File: config.mk
export PLATFORM = sky130hd
export DESIGN_NAME = lpm_clk_ctrl
export DESIGN_NICKNAME = d
export VERILOG_FILES = /design/src/rtl/lpm_pkg.sv /design/src/rtl/lpm_settle_timer.sv /design/src/rtl/lpm_mode_fsm.sv /design/src/rtl/lpm_clk_decode.sv /design/src/rtl/lpm_clk_ctrl.sv
export SDC_FILE = /design/constraint.sdc
export NUM_CORES = 1
export LEC_CHECK = 0
export BUFFER_PORTS_ARGS = -buffer_cell sky130_fd_sc_hd__buf_4
export CORE_AREA = 2 2 39 41
export DETAILED_ROUTE_END_ITERATION = 12
export DIE_AREA = 0 0 41 43
export PLACE_DENSITY = 0.77
export SLEW_MARGIN = 10
export SYNTH_ARGS = -nofsm -noshare
export SYNTH_HDL_FRONTEND = slang
export SYNTH_SLANG_ARGS = --single-unit
File: constraint.sdc
create_clock -name clk -period 1.7 [get_ports clk]
set_clock_uncertainty 0.2 [all_clocks]
set_input_delay 0 -clock clk [delete_from_list [all_inputs] [get_ports clk]]
set_output_delay 0 -clock clk [all_outputs]
set_load 0.05 [all_outputs]
File: src/rtl/lpm_pkg.sv
package lpm_pkg;
   localparam logic [1:0] MODE_RUN     = 2'b00;
   localparam logic [1:0] MODE_IDLE    = 2'b01;
   localparam logic [1:0] MODE_STANDBY = 2'b10;
   localparam logic [1:0] MODE_HALT    = 2'b11;

   typedef enum logic [2:0] {
      ST_RUN     = 3'd0,
      ST_IDLE    = 3'd1,
      ST_STANDBY = 3'd2,
      ST_HALT    = 3'd3,
      ST_SETTLE  = 3'd4
   } lpm_state_e;
endpackage

File: src/rtl/lpm_settle_timer.sv
module lpm_settle_timer #(
   parameter int STAB_CYCLES = 16
) (
   input  logic clk,
   input  logic rst_n,
   input  logic active,
   output logic done
);
   localparam int CW = (STAB_CYCLES < 2) ? 1 : $clog2(STAB_CYCLES);
   localparam logic [CW-1:0] LAST = CW'(STAB_CYCLES - 1);

   logic [CW-1:0] cnt_q;

   generate
      if (STAB_CYCLES == 1) begin : g_single
         // one settling cycle: no counter needed
         assign done = active;
         always_ff @(posedge clk or negedge rst_n) begin
            if (!rst_n) cnt_q <= '0;
            else        cnt_q <= '0;
         end
      end else begin : g_count
         always_ff @(posedge clk or negedge rst_n) begin
            if (!rst_n)       cnt_q <= '0;
            else if (!active) cnt_q <= '0;
            else              cnt_q <= cnt_q + CW'(1);
         end
         assign done = active && (cnt_q == LAST);
      end
   endgenerate
endmodule

File: src/rtl/lpm_mode_fsm.sv
module lpm_mode_fsm
   import lpm_pkg::*;
#(
   parameter int NUM_PERIPH = 4
) (
   input  logic                  clk,
   input  logic                  rst_n,
   input  logic [1:0]            mode_req,
   input  logic                  enter_stb,
   input  logic [NUM_PERIPH-1:0] keep_alive,
   input  logic                  periph_irq,
   input  logic                  ext_irq,
   input  logic                  nmi,
   input  logic                  settle_done,
   output lpm_state_e            state_q,
   output logic [NUM_PERIPH-1:0] keep_q,
   output logic                  wake_q
);
   lpm_state_e state_d;

   always_comb begin
      state_d = state_q;
      unique case (state_q)
         ST_RUN: begin
            if (enter_stb) begin
               unique case (mode_req)
                  MODE_IDLE:    state_d = ST_IDLE;
                  MODE_STANDBY: state_d = ST_STANDBY;
                  MODE_HALT:    state_d = ST_HALT;
                  default:      state_d = ST_RUN;
               endcase
            end
         end
         ST_IDLE:    if (periph_irq || nmi) state_d = ST_RUN;
         ST_STANDBY: if (ext_irq || nmi)    state_d = ST_RUN;
         ST_HALT:    if (nmi)               state_d = ST_SETTLE;
         ST_SETTLE:  if (settle_done)       state_d = ST_RUN;
         default:                           state_d = ST_RUN;
      endcase
   end

   always_ff @(posedge clk or negedge rst_n) begin
      if (!rst_n) begin
         state_q <= ST_RUN;
         keep_q  <= '0;
         wake_q  <= 1'b0;
      end else begin
         state_q <= state_d;
         wake_q  <= (state_q != ST_RUN) && (state_d == ST_RUN);
         if (state_q == ST_RUN && enter_stb && mode_req == MODE_IDLE)
            keep_q <= keep_alive;
      end
   end
endmodule

File: src/rtl/lpm_clk_decode.sv
module lpm_clk_decode
   import lpm_pkg::*;
#(
   parameter int NUM_PERIPH = 4
) (
   input  lpm_state_e            state_q,
   input  logic [NUM_PERIPH-1:0] keep_q,
   output logic                  cpu_clk_en,
   output logic [NUM_PERIPH-1:0] periph_clk_en,
   output logic                  osc_en
);
   logic in_run;
   logic in_idle;

   assign in_run     = (state_q == ST_RUN);
   assign in_idle    = (state_q == ST_IDLE);
   assign cpu_clk_en = in_run;
   assign osc_en     = (state_q != ST_HALT);

   generate
      for (genvar i = 0; i < NUM_PERIPH; i++) begin : g_periph
         assign periph_clk_en[i] = in_run || (in_idle && keep_q[i]);
      end
   endgenerate
endmodule

File: src/rtl/lpm_clk_ctrl.sv
module lpm_clk_ctrl
   import lpm_pkg::*;
#(
   parameter int NUM_PERIPH  = 4,
   parameter int STAB_CYCLES = 16
) (
   input  logic                  clk,
   input  logic                  rst_n,
   input  logic [1:0]            mode_req,
   input  logic                  enter_stb,
   input  logic [NUM_PERIPH-1:0] keep_alive,
   input  logic                  periph_irq,
   input  logic                  ext_irq,
   input  logic                  nmi,
   output logic                  cpu_clk_en,
   output logic [NUM_PERIPH-1:0] periph_clk_en,
   output logic                  osc_en,
   output logic                  wake_pulse
);
   generate
      if (NUM_PERIPH < 1) begin : g_bad_np
         $error("lpm_clk_ctrl: NUM_PERIPH must be at least 1");
      end
      if (STAB_CYCLES < 1) begin : g_bad_stab
         $error("lpm_clk_ctrl: STAB_CYCLES must be at least 1");
      end
   endgenerate

   lpm_state_e            state_q;
   logic [NUM_PERIPH-1:0] keep_q;
   logic                  settle_done;

   lpm_mode_fsm #(.NUM_PERIPH(NUM_PERIPH)) u_fsm (
      .clk         (clk),
      .rst_n       (rst_n),
      .mode_req    (mode_req),
      .enter_stb   (enter_stb),
      .keep_alive  (keep_alive),
      .periph_irq  (periph_irq),
      .ext_irq     (ext_irq),
      .nmi         (nmi),
      .settle_done (settle_done),
      .state_q     (state_q),
      .keep_q      (keep_q),
      .wake_q      (wake_pulse)
   );

   lpm_settle_timer #(.STAB_CYCLES(STAB_CYCLES)) u_timer (
      .clk    (clk),
      .rst_n  (rst_n),
      .active (state_q == ST_SETTLE),
      .done   (settle_done)
   );

   lpm_clk_decode #(.NUM_PERIPH(NUM_PERIPH)) u_dec (
      .state_q       (state_q),
      .keep_q        (keep_q),
      .cpu_clk_en    (cpu_clk_en),
      .periph_clk_en (periph_clk_en),
      .osc_en        (osc_en)
   );
endmodule

# Word-level counts from Yosys, hierarchy flattened
# Cells that the tools add are included.
[word_totals] reg_bits=12 wordCells=39
[op_classes] addsub=1 n_eq_ne=9 mux=8 n_reduce_logical=17
[ops] operator="$mux W3" n=5
[ops] operator="$pmux W3 S5" n=1
[ops] operator="$logic_and A1 B1 Y1" n=8
[ops] operator="$eq A3 B2 Y1 const B" n=2
[ops] operator="$logic_not A3 Y1" n=2
[ops] operator="$logic_or A1 B1 Y1" n=6
[ops] operator="$pmux W2 S3" n=1
[ops] operator="$add A4 B1 Y4 const B" n=1
[ops] operator="$eq A2 B2 Y1 const B" n=2
[ops] operator="$eq A4 B4 Y1 const B" n=1
[ops] operator="$mux W4" n=1
[ops] operator="$eq A3 B1 Y1 const B" n=1
[ops] operator="$eq A3 B3 Y1 const B" n=1
[ops] operator="$ne A3 B2 Y1 const B" n=1
[ops] operator="$reduce_bool A3 Y1" n=1
[ops] operator="$eq A2 B1 Y1 const B" n=1

# Depth between registers and ports, before layout
# Gate-level depths: netlist of the first run.
[depth] ltp_word=6 depth_mapped=4 mapped_depth_nobuf=4

# Cells and area by module
# A second synthesis of the first run with hierarchy kept.
[unflattened] hier_cells=54 hier_area_um2=636.9
[by_module_without_submodules] mod="lpm_mode_fsm" n_inst=1 cells_each=28 area_per_inst_um2=394.1 seq_area_each_um2=200.2
[by_module_without_submodules] mod="lpm_settle_timer" n_inst=1 cells_each=14 area_per_inst_um2=175.2 seq_area_each_um2=100.1
[by_module_without_submodules] mod="lpm_clk_decode" n_inst=1 cells_each=11 area_per_inst_um2=55.1 seq_area_each_um2=0.0
[by_module_without_submodules] mod="lpm_clk_ctrl" n_inst=1 cells_each=1 area_per_inst_um2=12.5 seq_area_each_um2=0.0

# Worst setup path before layout of the first run
# No wires, ideal clock.
[synth_path] kind="flip-flop to output port" from="register u_fsm.state_q[0]" to="output cpu_clk_en" arrival_time_ns=1.728 path_slack_ns=-0.228 path_stages_with_launch=3 path_buffers=1 cell_sequence="dfrtp_1 clkbuf_1 nor3_1"
[synth_via] elab_chain_len=1
[synth_lines] element="start: declaration" line="lpm_mode_fsm.sv:15" rtl="output lpm_state_e state_q,"
[synth_lines] element="start signal: assignment" line="lpm_mode_fsm.sv:48" rtl="state_q <= state_d;"
[synth_lines] element="$logic_not A3 Y1" line="lpm_clk_decode.sv:15" rtl="assign in_run = (state_q == ST_RUN);"
[synth_lines] element="end: declaration" line="lpm_clk_ctrl.sv:15" rtl="output logic cpu_clk_en,"
# Every way passes these cells.

# Worst setup path after layout of the first run
[layout_path] from="register u_fsm.state_q[1]" to="output periph_clk_en[3]"
[layout_via] elab_chain_len=3
[layout_lines] element="$eq A3 B1 Y1" line="lpm_clk_decode.sv:16" rtl="assign in_idle = (state_q == ST_IDLE);"
[layout_lines] element="$logic_and A1 B1 Y1" line="lpm_clk_decode.sv:22" rtl="assign periph_clk_en[i] = in_run || (in_idle && keep_q[i]);"
[layout_lines] element="$logic_or A1 B1 Y1 *" line="lpm_clk_decode.sv:22"
[layout_lines] element="end: declaration" line="lpm_clk_ctrl.sv:16" rtl="output logic [NUM_PERIPH-1:0] periph_clk_en,"
# Every way passes the cells marked *; elsewhere a longest branch is shown, timed or not.

==> qor.txt, run 1 <==
run status -> finished clean
Antenna diodes -> 0
clock tree root driver cell -> clkbuf_4
core region area -> 1380 sq um
vias per inst -> 5.14
Switch Pwr -> 0.000497 W
Top-Level Pins -> 19
IR Drop Worst-Case VDD -> 0.000615 V
adder-cell area share of the yosys netlist -> 0.0211
number of nets in the layout -> 106
number of cells produced by synthesis -> 56
port bufs -> 18
internal power -> 0.000704 W
TritonCTS Buffers -> 3
CP max-delay cell -> dfrtp_1
pin count of the biggest net entering global routing -> 14
grt ovf -> 0
Critical Path End Type -> primary output
met1 capacity usage during global routing -> 0.202
worst relative slew slack -> 0.652
share of total power in sequential cells -> 0.326
number of nets produced by synthesis -> 69
final standard cell area without fillers -> 952 sq um
share of power burned in combinational logic -> 0.491
crit-path max cell delay -> 0.42 ns
final worst-path cycle share -> 0.970
synth top area cells -> dfrtp_1 (51%), mux2_1 (7.6%), nor4b_4 (4.0%)
combined buffer and inverter count along the critical path -> 2
achievable frequency -> 607 MHz
post-route setup TNS -> 0 ns
number of violations of the max-capacitance limit -> 0
Die Y-Extent -> 43 um
library cell with the largest summed area after synthesis -> dfrtp_1
die span in x -> 41 um
Clk pwr share -> 0.183
source-to-sink clock delay at the later pin of the worst-skew pair -> 0.27 ns
area growth from synthesis to layout -> 60.9%
GRT Util Overall -> 0.195
final-report max-slew violation count -> 0
first-pass GRT wire length -> 2220 um
sw frac -> 0.414
dominant combinational cell family by area after synthesis -> simple AND/OR/NAND/NOR gates
family with the most delay on the worst path -> flip-flops
cell row count -> 14
GR Layer Usage met2 -> 0.338
setup violators final -> 0
length of the first detailed-routing pass in iterations -> 4
number of fillers in the final layout -> 89
clock tree from TritonCTS -> built
total via count after detailed routing -> 555
Sink Count -> 12
power density over the cells -> 1260 nW/um^2
most frequent cell on the critical path -> buf_4
Seq cells post-synth -> 12
sequential area share after synthesis -> 0.507
critical path class -> reg -> out
ratio of cells with drive above 1 in the final layout -> 0.359
number of H-tree levels -> 1
portion of netlist area occupied by mux cells -> 0.0761
RD Place Congestion -> 0.755
worst-margin pin slew -> 0.521 ns
most common cell after layout, fill and taps aside -> buf_4
DIE AREA -> 1760 sq um
final cell utilization of the core -> 0.688
top fanout value on the critical path -> 7
cell chain of the critical path -> buf_4 -> or2_4 -> a21oi_2 -> buf_4
most heavily used metal layer in global routing -> met2
final-layout worst hold slack -> 0.267 ns
Antenna Nets Post-Route -> 0
Placed Area -> 771 sq um
average footprint of a synthesized cell -> 10.6 sq um
reported leakage power -> 0.470 nW
via count of the first global-routing pass -> 567
Hold Path Class -> reg -> reg
HPWL after DPL -> 913 um
clk buf depth -> 2
DRC violations left -> 0
share of the synthesized area in the top cell type -> 0.507
Yosys warning total -> 0
total routed wirelength -> 1480 um
register clock-pin slew on the reported worst setup and hold paths -> 0.07 ns
M3 GR Usage -> 0.0314
crit path time final -> 1.65 ns
number of hold violations in the final report -> 0
basic-gate share of the synthesized area counting and, or, nand and nor cells -> 0.233
area share of xor/xnor cells in the synthesized design -> 0.0296
total power draw -> 0.00120 W
Compound-Gate Fraction of Synth Area -> 0.0888
critical path startpoint category -> flip-flop
initial antenna violation count -> 0
data arrival time at the worst-slack endpoint -> 1.45 ns
area of the mapped netlist -> 592 sq um
unique cell type count in the Yosys netlist -> 23
1st-iter DRT viols -> 21
most frequent cells in the layout -> buf_4 (19), dlygate4sd3_1 (12), dfrtp_1 (12)
routed len/inst -> 13.7 um
Starting Density -> 0.428
Req. time, crit path -> 1.50 ns
-- cells by family after synthesis --
| group | count (synthesis) |
|---|---|
| compound gates | 8 |
| simple gates | 22 |
| buf+inv | 7 |
| mux | 4 |
| flops | 12 |
| fa+ha+maj | 1 |
| xor+xnor | 2 |
-- worst register-to-register path, delay by kind of cell (launching register included) --
kind / cells / cell delay (ns)
AND/OR/NAND/NOR: 2 / 0.52
flip-flops: 1 / 0.42
multiplexers: 1 / 0.36
-- worst paths after layout --
path                                     to  cells after the start              from  slack [ns]
min                        u_timer.cnt_q[0]                      1  u_timer.cnt_q[0]        0.27
max in group asynchronous   u_fsm.keep_q[0]                      3             rst_n        0.37
min reg2reg                u_timer.cnt_q[0]                      1  u_timer.cnt_q[0]        0.27
max                        periph_clk_en[3]                      4  u_fsm.state_q[1]        0.05
max reg2reg                 u_fsm.keep_q[2]                      3  u_fsm.state_q[2]        0.08
min in group asynchronous  u_timer.cnt_q[1]                      3             rst_n        0.59
-- metrics by stage --
step	instances	worst slack [ns]
3_5_place_dp	92	0.121
2_1_floorplan	56	-0.00780
5_1_grt	108	-0.00899
4_1_cts	108	0.0150
6_report	108	0.0516
3_3_place_gp	92	0.177
-- Yosys cell counts --
master and n:
nor4b_4 1, nand3b_2 1, a21oi_1 4, inv_1 6, a31oi_1 2, or2_1 1, and2_1 1, nor2_1 5
o2111a_1 1, xnor2_1 1, xor2_1 1, mux2_1 4, a32oi_1 1, nor3b_1 1, nor3_1 1, nand3_1 3
nand2b_1 2, clkbuf_1 1, nor2b_1 1, dfrtp_1 12, nand2_1 4, ha_1 1, nor4bb_1 1
-- registers in the layout, summed over array words and instances (netlist names) --
name           cells
u_fsm.keep_q       4
u_timer.cnt_q      4
u_fsm.wake_q       1
u_fsm.state_q      3
-- cell type report --
cell class,count,area (sq um),share of cell area
sequential,12,300,0.315
multi-input combinational,37,288,0.302
timing repair buffer,33,285,0.300
clock buffer,4,36.3,0.0381
inverter,6,22.5,0.0237
tap,16,20.0,0.0210
-- power by group through the flow --
stage / sequential (W) / clock [W] / combinational, W
floorplan: 0.000430 / 0 / 0.000323
global placement: 0.000391 / 0 / 0.000508
detailed placement: 0.000397 / 0 / 0.000516
CTS: 0.000391 / 0.000229 / 0.000540
global route: 0.000398 / 0.000240 / 0.000628
finish: 0.000392 / 0.000220 / 0.000589
-- metal layers --
metal / part of all wire / vias to the layer above / wire length (um)
met5: 0 / - / 0
met4: 0.034 / 0 / 50
met3: 0.033 / 7 / 49
met2: 0.54 / 21 / 797
met1: 0.40 / 265 / 586
li1: - / 262 / -
-- what timing repair did --
item / in CTS / in global routing
hold buffers: 12 / 0
setup buffers: 0 / 0
hold endpoints to repair: 20 / 0
endpoints found under the setup margin: 0 / 4
resized for setup: 0 / 7
Power figures use the tool's default switching activity.
==> run 2: changes to the inputs <==
- CORE_AREA: 2 2 39 41 -> unset
- CORE_MARGIN: unset -> 2
- CORE_UTILIZATION: unset -> 48
- DIE_AREA: 0 0 41 43 -> unset
- PLACE_DENSITY: 0.77 -> 0.81
- SYNTH_HIERARCHICAL: unset -> 1
==> run 2 against run 1 <==
Effect of this change:
- maximum frequency down 0.71%
- flip-flop and latch count unchanged
- non-clock buffer count unchanged
- synthesized cell count down 3.6%
- core utilization up 10 points
- die area down 7.3%
- register-to-register slack worse by 0.02 ns
- combinational power up 8.1%
- setup slack worse by 0.012 ns
- via count down 0.72%
- first-iteration DRC count down 62%
- final cell count down 1.9%
- critical endpoint is now periph_clk_en[2]
==> qor.txt, run 2 <==
unique cell type count in the Yosys netlist -> 25
critical path class -> reg -> out
share of total power in sequential cells -> 0.313
commonest register cell after synthesis -> dfrtp_1
HPWL after DPL -> 1030 um
number of nets in the layout -> 105
worst relative slew slack -> 0.640
data arrival time at the worst-slack endpoint -> 1.46 ns
Yosys warning total -> 6
Switch Pwr -> 0.000506 W
RD Place Congestion -> 0.742
Placed Area -> 821 sq um
Antenna diodes -> 0
average footprint of a synthesized cell -> 11.8 sq um
pin count of the biggest net entering global routing -> 13
initial antenna violation count -> 0
register clock-pin slew on the reported worst setup and hold paths -> 0.07 ns
Sink Count -> 12
critical path startpoint category -> flip-flop
final worst-path cycle share -> 0.977
core region area -> 1270 sq um
via count of the first global-routing pass -> 520
Seq cells post-synth -> 12
sequential area share after synthesis -> 0.472
reported leakage power -> 0.510 nW
number of flops mapped to enable cells by yosys -> 0
crit-path max cell delay -> 0.42 ns
Post-CTS Setup Repair Bufs -> 0
area of the mapped netlist -> 637 sq um
TritonCTS Buffers -> 3
Hold Path Class -> in -> reg
routed len/inst -> 14.5 um
share of the synthesized area in the top cell type -> 0.472
Req. time, crit path -> 1.50 ns
area growth from synthesis to layout -> 57.2%
RR Endpoint -> u_fsm/keep_q[0]
internal power -> 0.000754 W
clock tree root driver cell -> clkbuf_4
final standard cell area without fillers -> 1000 sq um
total routed wirelength -> 1540 um
length of the first detailed-routing pass in iterations -> 4
critical register-to-register path startpoint -> u_fsm/state_q[0]
library cell with the largest summed area after synthesis -> dfrtp_1
launch point of the worst hold path -> enter_stb
Critical Path End Type -> primary output
sw frac -> 0.402
count of cells along the worst hold path -> 3
Die Y-Extent -> 40.4 um
first-pass GRT wire length -> 2180 um
port bufs -> 18
worst hold path endpoint -> u_fsm/state_q[0]
most numerous cell types in the synthesized netlist -> dfrtp_1 (12), a21oi_1 (4), inv_1 (4), mux2_4 (4)
worst-margin pin slew -> 0.538 ns
setup violators final -> 0
DRC violations left -> 0
final-report max-slew violation count -> 0
GRT Util Overall -> 0.215
synth top area cells -> dfrtp_1 (47%), mux2_4 (9.4%), nor4b_4 (3.7%)
die span in x -> 40.4 um
1st-iter DRT viols -> 8
dominant cell by count in the synthesized netlist -> dfrtp_1
vias per inst -> 5.20
Regs by FF count -> u_fsm/keep_q: 4 flops, u_timer/cnt_q: 4 flops, u_fsm/state_q: 3 flops
achievable frequency -> 602 MHz
top fanout value on the critical path -> 8
cell row count -> 13
share of power burned in combinational logic -> 0.506
number of cells produced by synthesis -> 54
grt ovf -> 0
Antenna Nets Post-Route -> 0
clk buf depth -> 2
cell chain of the critical path -> buf_4 -> or2_4 -> a21oi_2 -> buf_6
most common cell after layout, fill and taps aside -> buf_4
Clk pwr share -> 0.181
source-to-sink clock delay at the later pin of the worst-skew pair -> 0.27 ns
total via count after detailed routing -> 551
Top-Level Pins -> 19
number of nets produced by synthesis -> 67
Starting Density -> 0.502
fraction of synthesis flops using an asynchronous set or reset pin -> 1.00
power density over the cells -> 1260 nW/um^2
IR Drop Worst-Case VDD -> 0.000600 V
most frequent cells in the layout -> buf_4 (17), dfrtp_1 (12), dlygate4sd3_1 (11)
number of hold violations in the final report -> 0
DIE AREA -> 1630 sq um
clock tree from TritonCTS -> built
final cell utilization of the core -> 0.789
Reg2Reg Setup Slack -> 0.06 ns
run status -> finished clean
CP max-delay cell -> dfrtp_1
number of violations of the max-capacitance limit -> 0
crit path time final -> 1.66 ns
Worst Reg-to-Reg Cells -> 3
ratio of cells with drive above 1 in the final layout -> 0.440
final-layout worst hold slack -> 0.0105 ns
number of H-tree levels -> 1
[run 2: what timing repair did]
item | 4_1_cts | 5_1_grt
hold buffers | 11 | 0
hold endpoints to repair | 20 | 0
setup endpoints to repair | 0 | 4
gates resized for setup | 0 | 9
[run 2: area by class of cell]
class / instances / area (sq um)
multi-input combinational: 38 / 337
inverter: 4 / 15.0
clock buffer: 4 / 36.3
sequential: 12 / 300
timing repair buffer: 33 / 294
fill: 79 / 268
tap: 15 / 18.8
[run 2: how the worst max path moves through the flow]
stage	startpoint	slack, ns	end
2_1_floorplan	u_fsm/state_q[1]	-0.03	periph_clk_en[0]
3_3_place_gp	u_fsm/state_q[0]	0.14	u_fsm/keep_q[1]
3_5_place_dp	u_fsm/state_q[0]	0.05	u_fsm/keep_q[0]
4_1_cts	u_fsm/state_q[1]	0.02	periph_clk_en[0]
5_1_grt	u_fsm/state_q[2]	-0.02	periph_clk_en[2]
6_report	u_fsm/state_q[2]	0.04	periph_clk_en[2]
[run 2: routing by layer]
| layer | share of wire | wire, um | vias up | global-route usage |
|---|---|---|---|---|
| li1 | - | - | 267 | - |
| met1 | 0.40 | 614 | 267 | 0.228 |
| met2 | 0.56 | 866 | 17 | 0.377 |
| met3 | 0.035 | 54 | 0 | 0.0556 |
| met4 | 0 | 0 | 0 | 0.125 |
| met5 | 0 | 0 | - | 0 |
[run 2: worst max-delay path: cells and delay by family (launching register included)]
family | cells | cell delay [ns]
flops | 1 | 0.42
buf+inv | 2 | 0.36
compound gates | 1 | 0.15
simple gates | 1 | 0.27
[run 2: logic make-up after synthesis]
family,after synthesis,share of synthesized area
fa+ha+maj,1,0.0196
buf+inv,4,0.0236
simple gates,22,0.261
flops,12,0.472
xor+xnor,1,0.0138
mux,5,0.110
compound gates,9,0.100
[run 2: power by group through the flow]
stage / clock network (W) / registers (W) / logic [W]
2_1_floorplan: 0 / 0.000428 / 0.000353
3_3_place_gp: 0 / 0.000394 / 0.000536
3_5_place_dp: 0 / 0.000399 / 0.000552
4_1_cts: 0.000230 / 0.000394 / 0.000575
5_1_grt: 0.000243 / 0.000403 / 0.000679
6_report: 0.000228 / 0.000395 / 0.000637
[run 2: per-stage QoR]
step	power (W)	std cells	setup TNS [ns]	setup slack, ns
global route	0.00132	106	-0.0195	-0.0195
CTS	0.00120	106	0	0.0157
global placement	0.000930	91	0	0.135
detailed placement	0.000952	91	0	0.0535
finish	0.00126	106	0	0.0399
floorplan	0.000780	54	-0.136	-0.0340
==> run 3: changes to the inputs <==
- CORE_UTILIZATION: 48 -> 45
- PLACE_DENSITY: 0.81 -> 0.78
- SYNTH_HIERARCHICAL: 1 -> unset
==> run 3 against run 2 <==
Effect of this change:
- via count fell by 3.3%
- worst hold slack better by 0.021 ns
- core utilization fell by 4.0 points
- global-route usage is 1.9 points lower
- critical path type is now reg -> reg
- largest cell class is now sequential cells
- final area decreased by 5.1%
==> qor.txt, run 3 (same netlist as run 1, synthesis figures left out) <==
Antenna Nets Post-Route -> 0
Reg2Reg Setup Slack -> 0.01 ns
run status -> finished clean
achievable frequency -> 593 MHz
HPWL after DPL -> 917 um
count of cells along the worst hold path -> 4
Top-Level Pins -> 19
die span in x -> 40.3 um
clock tree root driver cell -> clkbuf_4
pin count of the biggest net entering global routing -> 14
top fanout value on the critical path -> 4
number of H-tree levels -> 1
Antenna diodes -> 0
routed len/inst -> 13.1 um
core region area -> 1270 sq um
via count of the first global-routing pass -> 481
RR Endpoint -> u_fsm.keep_q[3]
register clock-pin slew on the reported worst setup and hold paths -> 0.07 ns
grt ovf -> 0
launch point of the worst hold path -> enter_stb
final-report max-slew violation count -> 0
cell depth of the worst setup path -> 4
Sink Count -> 12
initial antenna violation count -> 0
combined buffer and inverter count along the critical path -> 1
Critical Path End Type -> flip-flop
clk buf depth -> 2
Regs by FF count -> u_fsm.keep_q: 4 flops, u_timer.cnt_q: 4 flops, u_fsm.state_q: 3 flops
TritonCTS Buffers -> 3
Worst Reg-to-Reg Cells -> 4
final worst-path cycle share -> 0.993
crit-path max cell delay -> 0.38 ns
area growth from synthesis to layout -> 60.5%
number of nets in the layout -> 108
cell row count -> 13
Starting Density -> 0.466
GRT Util Overall -> 0.196
DIE AREA -> 1620 sq um
critical path startpoint category -> flip-flop
number of violations of the max-capacitance limit -> 0
number of hold violations in the final report -> 0
crit path time final -> 1.69 ns
worst-margin pin slew -> 0.524 ns
ratio of cells with drive above 1 in the final layout -> 0.340
clock tree from TritonCTS -> built
total power draw -> 0.00118 W
critical register-to-register path startpoint -> u_fsm.state_q[1]
setup violators final -> 0
total via count after detailed routing -> 533
Req. time, crit path -> 1.65 ns
1st-iter DRT viols -> 9
family with the most delay on the worst path -> simple AND/OR/NAND/NOR gates
Die Y-Extent -> 40.3 um
most common cell after layout, fill and taps aside -> buf_4
worst relative slew slack -> 0.650
power density over the cells -> 1250 nW/um^2
first-pass GRT wire length -> 1980 um
critical path class -> reg -> reg
CP max-delay cell -> dfrtp_1
reported leakage power -> 0.488 nW
Hold Path Class -> in -> reg
port bufs -> 18
final-layout worst hold slack -> 0.0310 ns
total routed wirelength -> 1430 um
source-to-sink clock delay at the later pin of the worst-skew pair -> 0.27 ns
worst hold path endpoint -> u_fsm.state_q[0]
cell chain of the critical path -> buf_4 -> nor4b_4 -> nand3b_4 -> mux2_1
most frequent cells in the layout -> buf_4 (24), dfrtp_1 (12), dlygate4sd3_1 (11)
RD Place Congestion -> 0.715
DRC violations left -> 0
vias per inst -> 4.89
length of the first detailed-routing pass in iterations -> 4
IR Drop Worst-Case VDD -> 0.000702 V
data arrival time at the worst-slack endpoint -> 1.64 ns
-- run 3: cell types whose count changed in the layout (fill, tap and decap cells not counted), moves of 2 or more --
| cell | before | now |
|---|---|---|
| a21oi_1 | 0 | 4 |
| a21oi_2 | 4 | 0 |
| a31oi_1 | 0 | 2 |
| a32o_1 | 2 | 0 |
| buf_4 | 17 | 24 |
| buf_6 | 5 | 0 |
| inv_1 | 4 | 6 |
| mux2_1 | 0 | 4 |
| mux2_4 | 4 | 0 |
| nand2_1 | 2 | 4 |
| nor2_1 | 3 | 5 |
| nor3_1 | 2 | 0 |
-- run 3: how the worst max path moves through the flow --
stage | startpoint | to | slack (ns)
6_report | u_fsm.state_q[1] | u_fsm.keep_q[3] | 0.01
2_1_floorplan | u_fsm.state_q[2] | periph_clk_en[0] | -0.008
4_1_cts | u_fsm.state_q[2] | periph_clk_en[0] | 0.04
3_3_place_gp | u_fsm.state_q[2] | u_fsm.keep_q[3] | 0.19
3_5_place_dp | u_fsm.state_q[2] | u_fsm.keep_q[3] | 0.16
5_1_grt | u_fsm.state_q[1] | u_fsm.keep_q[0] | -0.03
-- run 3: per-layer routing --
layer	track usage	share of wire	routed length, um	up-vias
li1	-	-	-	267
met1	0.244	0.44	629	253
met2	0.302	0.51	733	11
met3	0.0333	0.036	51	2
met4	0.150	0.0084	12	0
met5	0	0	0	-
-- run 3: area by class of cell --
class,count,area (sq um)
inverters,6,22.5
clock buffers,4,36.3
flip-flops and latches,12,300
multi-input cells,37,282
well taps,15,18.8
repair buffers,35,290
fillers,87,319
-- run 3: worst reg2reg max path: stages, from the launching register on --
cell and delay, ns:
dfrtp_1 0.38, buf_4 0.14, nor4b_4 0.37, nand3b_4 0.15, mux2_1 0.33
-- run 3: where the power goes --
part	switching, W	total (W)	internal (W)
Combinational	0.000352	0.000574	0.000222
Sequential	0.0000363	0.000387	0.000351
Clock	0.0000922	0.000222	0.000130
-- run 3: metrics by stage --
| stage | setup TNS [ns] | worst slack, ns | util | area [sq um] | cells |
|---|---|---|---|---|---|
| 6_report | 0 | 0.0127 | 0.749 | 950 | 109 |
| 5_1_grt | -0.0914 | -0.0277 | 0.749 | 950 | 109 |
| 4_1_cts | 0 | 0.0375 | 0.734 | 931 | 108 |
| 3_5_place_dp | 0 | 0.159 | 0.607 | 769 | 91 |
| 3_3_place_gp | 0 | 0.189 | 0.607 | 769 | 91 |
| 2_1_floorplan | -0.0312 | -0.00780 | - | 597 | 56 |
-- run 3: repair_timing --
item                                    in CTS  in global routing
resized for setup                            0                  2
endpoints found under the setup margin       1                  5
buffers inserted                             2                  1
pin swaps                                    0                  2
hold buffers                                11                  0
endpoints found under the hold margin       20                  0
